**src/rtl/hitpkt_pkg.sv**
```systemverilog
package hitpkt_pkg;

    localparam int BX_W      = 12;
    localparam int EVT_W     = 8;
    localparam int FLG_W     = 4;
    localparam int CHIP_W    = 12;
    localparam int MARK_W    = 4;
    localparam int WORD_W    = 16;
    localparam int HDR_W     = 3 * WORD_W;
    localparam int CRC_W     = 16;
    localparam int META_W    = BX_W + EVT_W + FLG_W + CHIP_W;

    localparam logic [MARK_W-1:0] MARK_BX   = 4'b1010;
    localparam logic [MARK_W-1:0] MARK_EVT  = 4'b1100;
    localparam logic [MARK_W-1:0] MARK_CHIP = 4'b1110;

    localparam logic [CRC_W-1:0] CRC_POLY = 16'h1021;
    localparam logic [CRC_W-1:0] CRC_INIT = 16'hFFFF;

    typedef enum logic [1:0] {
        ST_IDLE,
        ST_HDR,
        ST_DATA,
        ST_CHK
    } tx_state_t;

endpackage

```
**src/rtl/hitpkt_fifo.sv**
```systemverilog
module hitpkt_fifo #(
    parameter int W     = 8,
    parameter int DEPTH = 4
) (
    input  logic         clk,
    input  logic         rst_n,
    input  logic         push,
    input  logic         pop,
    input  logic [W-1:0] din,
    output logic [W-1:0] dout,
    output logic         empty,
    output logic         full
);
    localparam int AW = (DEPTH > 1) ? $clog2(DEPTH) : 1;
    localparam int CW = $clog2(DEPTH + 1);

    logic [W-1:0]  mem [DEPTH];
    logic [AW-1:0] wptr, rptr;
    logic [CW-1:0] count;
    logic          do_push, do_pop;

    assign empty   = (count == '0);
    assign full    = (count == CW'(DEPTH));
    assign do_push = push && !full;
    assign do_pop  = pop && !empty;
    assign dout    = mem[rptr];

    function automatic logic [AW-1:0] bump(input logic [AW-1:0] p);
        return (p == AW'(DEPTH - 1)) ? '0 : p + 1'b1;
    endfunction

    always_ff @(posedge clk) begin
        if (do_push) mem[wptr] <= din;
    end

    always_ff @(posedge clk) begin
        if (!rst_n) begin
            wptr  <= '0;
            rptr  <= '0;
            count <= '0;
        end else begin
            if (do_push) wptr <= bump(wptr);
            if (do_pop)  rptr <= bump(rptr);
            unique case ({do_push, do_pop})
                2'b10:   count <= count + 1'b1;
                2'b01:   count <= count - 1'b1;
                default: count <= count;
            endcase
        end
    end


    fifo_bound_chk: assert property (@(posedge clk) disable iff (!rst_n)
        count <= CW'(DEPTH));


    no_pop_empty_chk: assert property (@(posedge clk) disable iff (!rst_n)
        pop |-> !empty);

endmodule

```
**src/rtl/hitpkt_crc16.sv**
```systemverilog
module hitpkt_crc16
    import hitpkt_pkg::*;
(
    input  logic clk,
    input  logic rst_n,
    input  logic preset,
    input  logic upd,
    input  logic drain,
    input  logic din,
    output logic msb_o
);
    logic [CRC_W-1:0] crc;
    logic             fb;

    assign fb    = crc[CRC_W-1] ^ din;
    assign msb_o = crc[CRC_W-1];

    always_ff @(posedge clk) begin
        if (!rst_n) begin
            crc <= CRC_INIT;
        end else if (preset) begin
            crc <= CRC_INIT;
        end else if (upd) begin
            crc <= {crc[CRC_W-2:0], 1'b0} ^ (fb ? CRC_POLY : '0);
        end else if (drain) begin
            crc <= {crc[CRC_W-2:0], 1'b0};
        end
    end


    crc_mode_excl_chk: assert property (@(posedge clk) disable iff (!rst_n)
        !(upd && drain));

endmodule

```
**src/rtl/hitpkt_pack.sv**
```systemverilog
module hitpkt_pack
    import hitpkt_pkg::*;
#(
    parameter int CH_W = 128
) (
    input  logic [META_W+CH_W-1:0]  req_i,
    output logic [HDR_W+CH_W-1:0]   body_o
);
    logic [BX_W-1:0]   bx;
    logic [EVT_W-1:0]  evt;
    logic [FLG_W-1:0]  flg;
    logic [CHIP_W-1:0] chip;
    logic [CH_W-1:0]   chan;

    assign {bx, evt, flg, chip, chan} = req_i;

    assign body_o = {MARK_BX, bx, MARK_EVT, evt, flg, MARK_CHIP, chip, chan};

endmodule

```
**src/rtl/hitpkt_tx.sv**
```systemverilog
module hitpkt_tx
    import hitpkt_pkg::*;
#(
    parameter int CH_W   = 128,
    parameter int QDEPTH = 4
) (
    input  logic              clk,
    input  logic              rst_n,
    input  logic              start_i,
    input  logic [11:0]       bx_i,
    input  logic [7:0]        evt_i,
    input  logic [3:0]        flags_i,
    input  logic [11:0]       chip_i,
    input  logic [CH_W-1:0]   chan_i,
    output logic              ser_o,
    output logic              valid_o,
    output logic              ovf_o
);
    localparam int BODY_W  = HDR_W + CH_W;
    localparam int FRAME_W = BODY_W + CRC_W;
    localparam int REQ_W   = META_W + CH_W;
    localparam int CNT_W   = $clog2(FRAME_W);

    tx_state_t          state, state_nxt;
    logic [CNT_W-1:0]   cnt;
    logic [BODY_W-1:0]  body_sr, body_new;
    logic [REQ_W-1:0]   q_din, q_dout;
    logic               q_empty, q_full;
    logic               last, load;
    logic               crc_upd, crc_drain, crc_msb;

    assign q_din = {bx_i, evt_i, flags_i, chip_i, chan_i};

    hitpkt_fifo #(.W(REQ_W), .DEPTH(QDEPTH)) u_queue (
        .clk   (clk),
        .rst_n (rst_n),
        .push  (start_i),
        .pop   (load),
        .din   (q_din),
        .dout  (q_dout),
        .empty (q_empty),
        .full  (q_full)
    );

    hitpkt_pack #(.CH_W(CH_W)) u_pack (
        .req_i  (q_dout),
        .body_o (body_new)
    );

    hitpkt_crc16 u_crc (
        .clk    (clk),
        .rst_n  (rst_n),
        .preset (load),
        .upd    (crc_upd),
        .drain  (crc_drain),
        .din    (body_sr[BODY_W-1]),
        .msb_o  (crc_msb)
    );

    assign last = (cnt == CNT_W'(FRAME_W - 1));
    assign load = !q_empty && ((state == ST_IDLE) || (state == ST_CHK && last));
    assign crc_upd   = (state == ST_HDR) || (state == ST_DATA);
    assign crc_drain = (state == ST_CHK);

    // next-state logic
    always_comb begin
        state_nxt = state;
        unique case (state)
            ST_IDLE: if (!q_empty) state_nxt = ST_HDR;
            ST_HDR:  if (cnt == CNT_W'(HDR_W - 1)) state_nxt = ST_DATA;
            ST_DATA: if (cnt == CNT_W'(BODY_W - 1)) state_nxt = ST_CHK;
            ST_CHK:  if (last) state_nxt = q_empty ? ST_IDLE : ST_HDR;
            default: state_nxt = ST_IDLE;
        endcase
    end

    // state register
    always_ff @(posedge clk) begin
        if (!rst_n) state <= ST_IDLE;
        else        state <= state_nxt;
    end

    // datapath: bit counter and shift register
    always_ff @(posedge clk) begin
        if (!rst_n) begin
            cnt     <= '0;
            body_sr <= '0;
        end else if (load) begin
            cnt     <= '0;
            body_sr <= body_new;
        end else if (state != ST_IDLE) begin
            cnt     <= last ? '0 : cnt + 1'b1;
            body_sr <= {body_sr[BODY_W-2:0], 1'b0};
        end
    end

    // sticky overflow
    always_ff @(posedge clk) begin
        if (!rst_n)                  ovf_o <= 1'b0;
        else if (start_i && q_full)  ovf_o <= 1'b1;
    end

    // outputs
    always_comb begin
        ser_o   = 1'b0;
        valid_o = 1'b1;
        unique case (state)
            ST_IDLE: valid_o = 1'b0;
            ST_HDR:  ser_o   = body_sr[BODY_W-1];
            ST_DATA: ser_o   = body_sr[BODY_W-1];
            ST_CHK:  ser_o   = crc_msb;
            default: valid_o = 1'b0;
        endcase
    end


    valid_end_chk: assert property (@(posedge clk) disable iff (!rst_n)
        $fell(valid_o) |-> ($past(cnt) == CNT_W'(FRAME_W - 1)));


    chk_phase_chk: assert property (@(posedge clk) disable iff (!rst_n)
        (state == ST_CHK) |-> (cnt >= CNT_W'(BODY_W)));


    ovf_sticky_chk: assert property (@(posedge clk) disable iff (!rst_n)
        ovf_o |=> ovf_o);


    idle_quiet_chk: assert property (@(posedge clk) disable iff (!rst_n)
        !valid_o |-> !ser_o);


    chain_chk: assert property (@(posedge clk) disable iff (!rst_n)
        (state == ST_CHK && last && !q_empty) |=> (valid_o && cnt == '0));

endmodule

```
**config.mk**
```make
export PLATFORM = sky130hd
export DESIGN_NAME = hitpkt_tx
export DESIGN_NICKNAME = d
export VERILOG_FILES = /design/src/rtl/hitpkt_pkg.sv /design/src/rtl/hitpkt_fifo.sv /design/src/rtl/hitpkt_crc16.sv /design/src/rtl/hitpkt_pack.sv /design/src/rtl/hitpkt_tx.sv
export SDC_FILE = /design/constraint.sdc
export NUM_CORES = 1
export LEC_CHECK = 0
export ABC_CLOCK_PERIOD_IN_PS = 9710
export BUFFER_PORTS_ARGS = -buffer_cell sky130_fd_sc_hd__buf_2
export CAP_MARGIN = 10
export CORE_MARGIN = 2
export CORE_UTILIZATION = 40
export CTS_CLUSTER_DIAMETER = 200
export DETAILED_ROUTE_END_ITERATION = 6
export SYNTH_ARGS = -nofsm -noshare
export SYNTH_HDL_FRONTEND = slang
export SYNTH_SLANG_ARGS = --single-unit
```
**constraint.sdc**
```tcl
create_clock -name clk -period 9.71 [get_ports clk]
set_input_delay 1.942 -clock clk [delete_from_list [all_inputs] [get_ports clk]]
set_output_delay 1.942 -clock clk [all_outputs]
set_load 0.02 [all_outputs]
```
# Word level (Yosys, flattened, before mapping)
# Memory sizes are Yosys's and may differ from the RTL's. A register that Yosys moved wholly into a read port is not among the register bits.
# Cells that the tools add are included.
# word_totals
mem_bits_rw	656
register_bits	210
out_inout_bits	3
word_cells	72
in_bits	167
memories	1
# op_classes
n_reduce_logical	18
eq_ne	15
addsub	5
n_bitwise	3
n_mux	21
# mem_list
memory	depth	width	read_ports	rd_ports_with_merged_regs	wr	line	rtl
u_queue.mem	4	164	1	1	1	hitpkt_fifo.sv:17	logic [W-1:0] mem [DEPTH];
# ops
operator	n
$mux W176	2
$mux W16	2
$eq A8 B8 Y1 const B	2
$mux W2	8
$xor A16 B16 Y16	1
$mux W13	1
$eq A2 B2 Y1 const B	5
$add A8 B1 Y8 const B	1
$eq A8 B6 Y1 const B	1
$mux W8	1
$pmux W2 S4	1
$reduce_bool A2 Y1	4
$pmux W3 S2	1
$logic_and A1 B1 Y1	5
$add A2 B1 Y2 const B	2
$eq A2 B1 Y1 const B	2
$mux W1	4
$ne A2 B1 Y1 const B	2
$ne A2 B2 Y1 const B	2
$reduce_and A4 Y1	1
$reduce_or A2 Y1	2
$add A3 B1 Y3 const B	1
$eq A3 B3 Y1 const B	1
$logic_not A3 Y1	1
7 further kinds	9

# Longest topological paths before layout
# Gate-level depths: netlist of the first run.
# depth
depth_word	7
ltp_mapped	12
mapped_depth_nobuf	10

# Cells and area by module
# A second synthesis of the first run with hierarchy kept.
# unflattened
cells_unflattened	2217
area_unflattened_um2	33978.8
# by_module_without_submodules
module	area_per_inst_um2	n_inst	seq_area_each_um2	cells_each
hitpkt_fifo	24163.2	1	19879.1	912
hitpkt_tx	7887.6	1	3743.6	1053
hitpkt_pack	1328.8	1	0.0	178
hitpkt_crc16	599.3	1	320.3	74

# Worst setup path after synthesis of the first run
# OpenSTA, ideal clock, no wires.
# synth_path
path_type	input to register
from	in start_i
to	mem u_queue.mem[0][0] (netlist name) (enable)
setup_ps	544
cell_stages	2
arrival_time_ps	6121
path_buffers	0
required_ps	9166
slack_ps	3045
cell_sequence	a21boi_1 -> and2_1
# synth_via
elab_chain_len	3
# synth_rtl
element	line	rtl
start: declaration	hitpkt_tx.sv:9	input logic start_i,
$logic_and A1 B1 Y1	hitpkt_fifo.sv:24	assign do_push = push && !full;
$mux W1	hitpkt_fifo.sv:33	if (do_push) mem[wptr] <= din;
$mux W1 (not written as such)	hitpkt_fifo.sv:33	
end: declaration	hitpkt_fifo.sv:17	
# Every way passes these cells.

# Worst setup path after layout of the first run
# layout_path
from	reg state[0]
to	out valid_o
# layout_via
elab_chain_len	2
# layout_rtl
element	line	rtl
start: declaration	hitpkt_tx.sv:24	tx_state_t state, state_nxt;
start signal: assignment	hitpkt_tx.sv:80	else state <= state_nxt;
$logic_not A2 Y1	hitpkt_tx.sv:107	unique case (state)
$mux W1	hitpkt_tx.sv:107	
end: declaration	hitpkt_tx.sv:16	output logic valid_o,
# Every way passes these cells.

==> results.toml, run 1 <==
[clock_tree]
cts_hold_buf = 0
post_cts_buffers = 0
cts_buffers = 91
post_cts_resized = 0
cts_tree = "built"
root_buffer = "clkbuf_16"
htreeDepth = 3
clock_sink_count = 868
clkTransAtPathRegs_ns = 0.06
clockBufferDepth = 3
clk_latency_ns = 0.63

[synth]
synth_edf_count = 656
synth_nets = 1999
postSynthCellCount = 1819
synth.avg_cell_area_um2 = 17.7
async_flop_share_pct = 0
synth_area_mm2 = 0.0321
synthFlopType = "edfxtp_1"
synth_warnings = 0
yosysSeqAreaShare_pct = 74.5
synth.distinct_cells = 42
synth-seq-cells = 868

[die]
die_w_um = 288
die_y_um = 288
start_util_pct = 40.6
design.die.area_mm2 = 0.0827
ios = 170
rows = 103
core_mm2 = 0.0793

[sta]
final.period_utilization_pct = 48.2
min_period_ns = 4.68
rsz0062_at_grt = "false"
holdWs_ns = 0.442
finalMaxSlewViolations = 0
relSlewSlack_pct = 18.4
tns_ns = 0
fmax_mhz = 214
finalSetupViolations = 0
finalHoldViolations = 0
setup_slack_ns = 5.03
skew_ns = 0.0268
tightest_slew_ns = 1.22

[cells_and_area]
final_cell_mix = "656 x edfxtp_1, 210 x dfxtp_1, 185 x nand2_1, 169 x buf_2, 167 x a21oi_1"
drive_gt1_share_pct = 24.6
layout_commonest_cell = "edfxtp_1"
syn_to_final_growth_pct = 14.9
nNetsFinal = 2163
fin_area_mm2 = 0.0369

[detailed_routing]
wl_mm = 67.9
wire_per_inst_um = 21.8
firstDrtPassIters = 5
avgViaCountPerCell = 5.39
vias = 16800
drc = 0
dr.first_iter.drc_count = 1161
ant_nets = 0

[run]
maxCapViolCount = 0

[power]
leakagePower_nw = 12.0
cellPowerDensity_mw_per_mm2 = 298
seqPwrFrac_pct = 45.3
power_frac_clock_pct = 31.7
power_frac_comb_pct = 23.0
vdd_drop_max_mv = 0.193
intPower_w = 0.00783
power.switching_w = 0.00317
swShare_pct = 28.8

[global_routing]
grt_pass1_vias = 17600
grt_overflow = 0
grt_use_total_pct = 16.6
grt_max_degree = 102
antenna_found_initial = 38
grt_pass1_wl_mm = 104

[setup_path]
crit_required_ns = 7.77
path_class = "flip-flop to output pin"
path_delay_family = "buffers and inverters"
crit_buf_inv = 3
cp_data_arrival_time_ns = 2.74
critPathMaxFanout = 41
path_cells = "inv_1 > ha_2 > inv_1 > buf_2"
cp-start-kind = "flip-flop"
endpoint_kind = "output pin"
critPathMaxStageDelay_ns = 0.85
crit_slowest_cell = "ha_2"
cp_common_cell = "inv_1"

[place]
postPlaceCellArea_mm2 = 0.0339
place.port_buffers = 169
post-place-ws_ns = 4.54
dp_hpwl_mm = 37.8
gp_routability_congestion = 0.707

[min_path]
hp-class = "flip-flop to flip-flop"

[status]
outcome = "complete, no violations"
-- logic make-up after synthesis --
logic type      after synthesis  synth area share (%)
fa+ha+maj                    13                 0.529
simple gates                253                  3.21
compound gates              354                  6.99
flops                       868                  74.5
mux                         192                  12.4
xor+xnor                      8                 0.218
buf+inv                     131                  2.21
-- power by group through the flow --
stage               logic (W)  clock network (W)  registers, W
finish                0.00253            0.00348       0.00498
floorplan             0.00212                  0       0.00496
CTS                   0.00258            0.00356       0.00499
detailed placement    0.00257                  0       0.00506
global route          0.00279            0.00370       0.00506
global placement      0.00253                  0       0.00503
-- Yosys cell counts, types with 2 or more instances --
cell      count  share of area (%)
and2_1        6               0.12
buf_2        45               0.70
mux2_2        2              0.070
nand3_1       7               0.11
buf_1         4              0.047
a31oi_1       3              0.058
o31a_1        2              0.054
ha_1         12               0.47
mux2i_1      26               0.81
a21oi_1     167                2.6
a22oi_1     165                3.9
o21ai_0       2              0.031
a41oi_1       2              0.054
inv_1        10               0.12
edfxtp_1    656                 61
a211oi_1      8               0.19
buf_4        15               0.35
and3_1        7               0.14
nor2_1       35               0.41
xor2_1        3              0.082
dfxtp_1     212                 13
o41a_1        2              0.070
nand2_1     185                2.2
buf_6        14               0.49
nor3_1        3              0.047
clkbuf_1     42               0.49
xnor2_1       5               0.14
nand2b_1      2              0.039
mux4_2      164                 11
-- flip-flops by register name (all words and copies together), names as in the netlist, named ones only --
register	cells
state	2
u_queue.wptr	2
u_queue.count	3
u_queue.rptr	2
u_queue.mem	656
u_crc.crc	16
ovf_o	1
body_sr	176
cnt	8
-- routing by layer --
metal	vias to the layer above	global-route usage, %	share of wire [%]
met2	418	29.1	51
li1	7551	-	-
met3	153	3.45	5.5
met1	8665	20.8	41
met4	18	4.74	2.2
met5	-	0	0.17
-- final timing paths --
kind | start | endpoint | slack, ns | cells after the start
max reg2reg | state[0] | flip-flop | 5.48 | 8
max | state[0] | valid_o | 5.03 | 4
min | body_sr[11] | body_sr[12] | 0.44 | 2
min reg2reg | body_sr[11] | body_sr[12] | 0.44 | 2
-- worst register-to-register path, delay by kind of cell, from the launching register on --
kind,cells,cell delay [ns]
multiplexers,1,0.29
flip-flops,1,0.34
AND/OR/NAND/NOR,1,0.07
AO/OA/AOI/OAI,2,0.69
buffers and inverters,3,1.83
adder cells (fa/ha/maj),1,0.85
-- metrics by stage --
step | total power [W] | utilization (%) | cells
6_report | 0.0110 | 46.6 | 3120
2_1_floorplan | 0.00708 | - | 1819
3_5_place_dp | 0.00763 | 42.7 | 2940
4_1_cts | 0.0111 | 46.6 | 3111
3_3_place_gp | 0.00757 | 42.7 | 2940
5_1_grt | 0.0116 | 46.6 | 3114
-- cell type report --
cell class | count | area [um^2]
inverter | 11 | 46.3
sequential | 868 | 24000
clock buffer | 127 | 2570
antenna | 9 | 22.5
fill | 6701 | 42300
tap | 1050 | 1310
timing repair buffer | 191 | 1010
clock inverter | 44 | 485
multi-input combinational | 820 | 7540
Power figures use the tool's default switching activity.
==> run 2, diff against run 1 <==
--- a/config.mk
+++ b/config.mk
@@ -5,7 +5,7 @@
 export SDC_FILE = /design/constraint.sdc
 export NUM_CORES = 1
 export LEC_CHECK = 0
-export ABC_CLOCK_PERIOD_IN_PS = 9710
+export ABC_CLOCK_PERIOD_IN_PS = 3900
 export BUFFER_PORTS_ARGS = -buffer_cell sky130_fd_sc_hd__buf_2
 export CAP_MARGIN = 10
 export CORE_MARGIN = 2
==> constraint.sdc (replaced) <==
create_clock -name clk -period 3.9 [get_ports clk]
set_input_delay 0.78 -clock clk [delete_from_list [all_inputs] [get_ports clk]]
set_output_delay 0.78 -clock clk [all_outputs]
set_load 0.02 [all_outputs]
==> results.toml, run 2 (synthesis gave the netlist of run 1 again) <==
[clock_tree]
cts_tree = "built"
post_cts_resized = 0
clk_latency_ns = 0.65
clockBufferDepth = 3
root_buffer = "clkbuf_16"
clock_sink_count = 868
htreeDepth = 3
post_cts_buffers = 0
cts_hold_buf = 0
clkTransAtPathRegs_ns = 0.06
cts_buffers = 89

[min_path]
hold_depth = 1
hold_end = "u_queue.mem[3][118]"
min_from = "chan_i[118]"
hp-class = "input port to flip-flop"

[setup_path]
cp-start-kind = "flip-flop"
r2r-start = "state[0]"
crit_slowest_cell = "buf_4"
endpoint_kind = "output pin"
worst-r2r-cell-count = 7
path_class = "flip-flop to output pin"
reg2reg_to = "u_crc.crc[0]"
critPathMaxFanout = 31
startpoint = "state[0]"
path_cells = "inv_1 > ha_2 > buf_4 > nor2_1 > buf_2"
crit_required_ns = 3.12
cp_data_arrival_time_ns = 2.20
r2r_setup_slack_ns = 0.94
critPathMaxStageDelay_ns = 0.43

[die]
start_util_pct = 40.6
design.die.area_mm2 = 0.0827
die_w_um = 288
core_mm2 = 0.0793
rows = 103
ios = 170
die_y_um = 288

[power]
leakagePower_nw = 12.1
vdd_drop_max_mv = 0.936
total_power_w = 0.0272
cellPowerDensity_mw_per_mm2 = 729

[detailed_routing]
ant_nets = 0
drc = 0
wl_mm = 67.2
firstDrtPassIters = 5
wire_per_inst_um = 21.4
dr.first_iter.drc_count = 1099
avgViaCountPerCell = 5.33
vias = 16700

[cells_and_area]
fill_cells = 6714
nNetsFinal = 2192
regArea_mm2 = 0.0240
regMostFlops = "u_queue.mem"
drive_gt1_share_pct = 25.5
final_cell_mix = "656 x edfxtp_1, 210 x dfxtp_1, 185 x nand2_1, 169 x buf_2, 167 x a21oi_1"
reg_top3 = "u_queue.mem (656), body_sr (176), u_crc.crc (16)"
largest_reg_flops = 656
multiInputGateArea_mm2 = 0.00754
syn_to_final_growth_pct = 16.0
layout_commonest_cell = "edfxtp_1"

[global_routing]
grt_overflow = 0
grt_pass1_wl_mm = 104
antenna_found_initial = 21
grt_use_total_pct = 16.4
grt_pass1_vias = 17800
grt_max_degree = 176

[sta]
finalSetupViolations = 0
tightest_slew_ns = 1.41
skew_ns = 0.0259
relSlewSlack_pct = 6.19
finalMaxSlewViolations = 0
rsz0062_at_grt = "false"
holdWs_ns = 0.349
finalHoldViolations = 0
tns_ns = 0
min_period_ns = 2.98
fmax_mhz = 335
final.period_utilization_pct = 76.5
setup_slack_ns = 0.917

[status]
outcome = "complete, no violations"

[place]
post-place-ws_ns = 1.02
dp_hpwl_mm = 39.1
gp_routability_congestion = 0.718
place.port_buffers = 169

[run]
maxCapViolCount = 0
[run 2: cell count changes in the layout (fill, tap and decap cells not counted), sizes merged]
cell	before	now
clkinvlp	4	3
clkinv	28	31
bufinv	9	3
buf	191	222
diode	9	5
[run 2: how the worst max path moves through the flow]
stage          cells after the start            endpoint  slack [ns]
2_1_floorplan                      2   u_queue.mem[3][0]        0.21
3_3_place_gp                       4  u_queue.mem[0][59]        1.05
3_5_place_dp                       4  u_queue.mem[0][59]        1.02
4_1_cts                            5               ser_o        0.87
5_1_grt                            5               ser_o        0.80
6_report                           5               ser_o        0.92
[run 2: layout make-up]
| class | count | area share, % |
|---|---|---|
| tap | 1050 | 3.52 |
| clock buffer | 127 | 6.63 |
| antenna | 5 | 0.0336 |
| multi-input combinational | 820 | 20.2 |
| timing repair buffer | 222 | 4.24 |
| clock inverter | 40 | 0.987 |
| sequential | 868 | 64.2 |
| inverter | 11 | 0.124 |
[run 2: metrics by stage]
| step | utilization, % | instance area [um^2] | cells |
|---|---|---|---|
| floorplan | - | 32200 | 1819 |
| global placement | 43.4 | 34400 | 2971 |
| detailed placement | 43.4 | 34400 | 2971 |
| CTS | 47.0 | 37300 | 3138 |
| global route | 47.0 | 37300 | 3141 |
| finish | 47.0 | 37300 | 3143 |
[run 2: power by group]
| group | internal (W) | leakage, nW | switching, W | total (W) |
|---|---|---|---|---|
| clock | 0.00466 | 1.39 | 0.00349 | 0.00814 |
| combinational | 0.00297 | 2.98 | 0.00368 | 0.00665 |
| sequential | 0.0116 | 7.75 | 0.000786 | 0.0124 |
| total | 0.0192 | 12.1 | 0.00795 | 0.0272 |
[run 2: routing by layer]
metal / GRT usage, % / vias up / routed length [um]
met5: 0 / - / 169
met4: 4.87 / 28 / 1220
met3: 3.64 / 115 / 3640
met2: 28.4 / 352 / 34500
met1: 20.5 / 8630 / 27600
li1: - / 7621 / -
[run 2: worst max-delay path: cells and delay by family, from the launching register on]
kind          cells  cell delay (ns)
simple gates      1             0.12
flops             1             0.33
buf+inv           3             0.77
fa+ha+maj         1             0.35
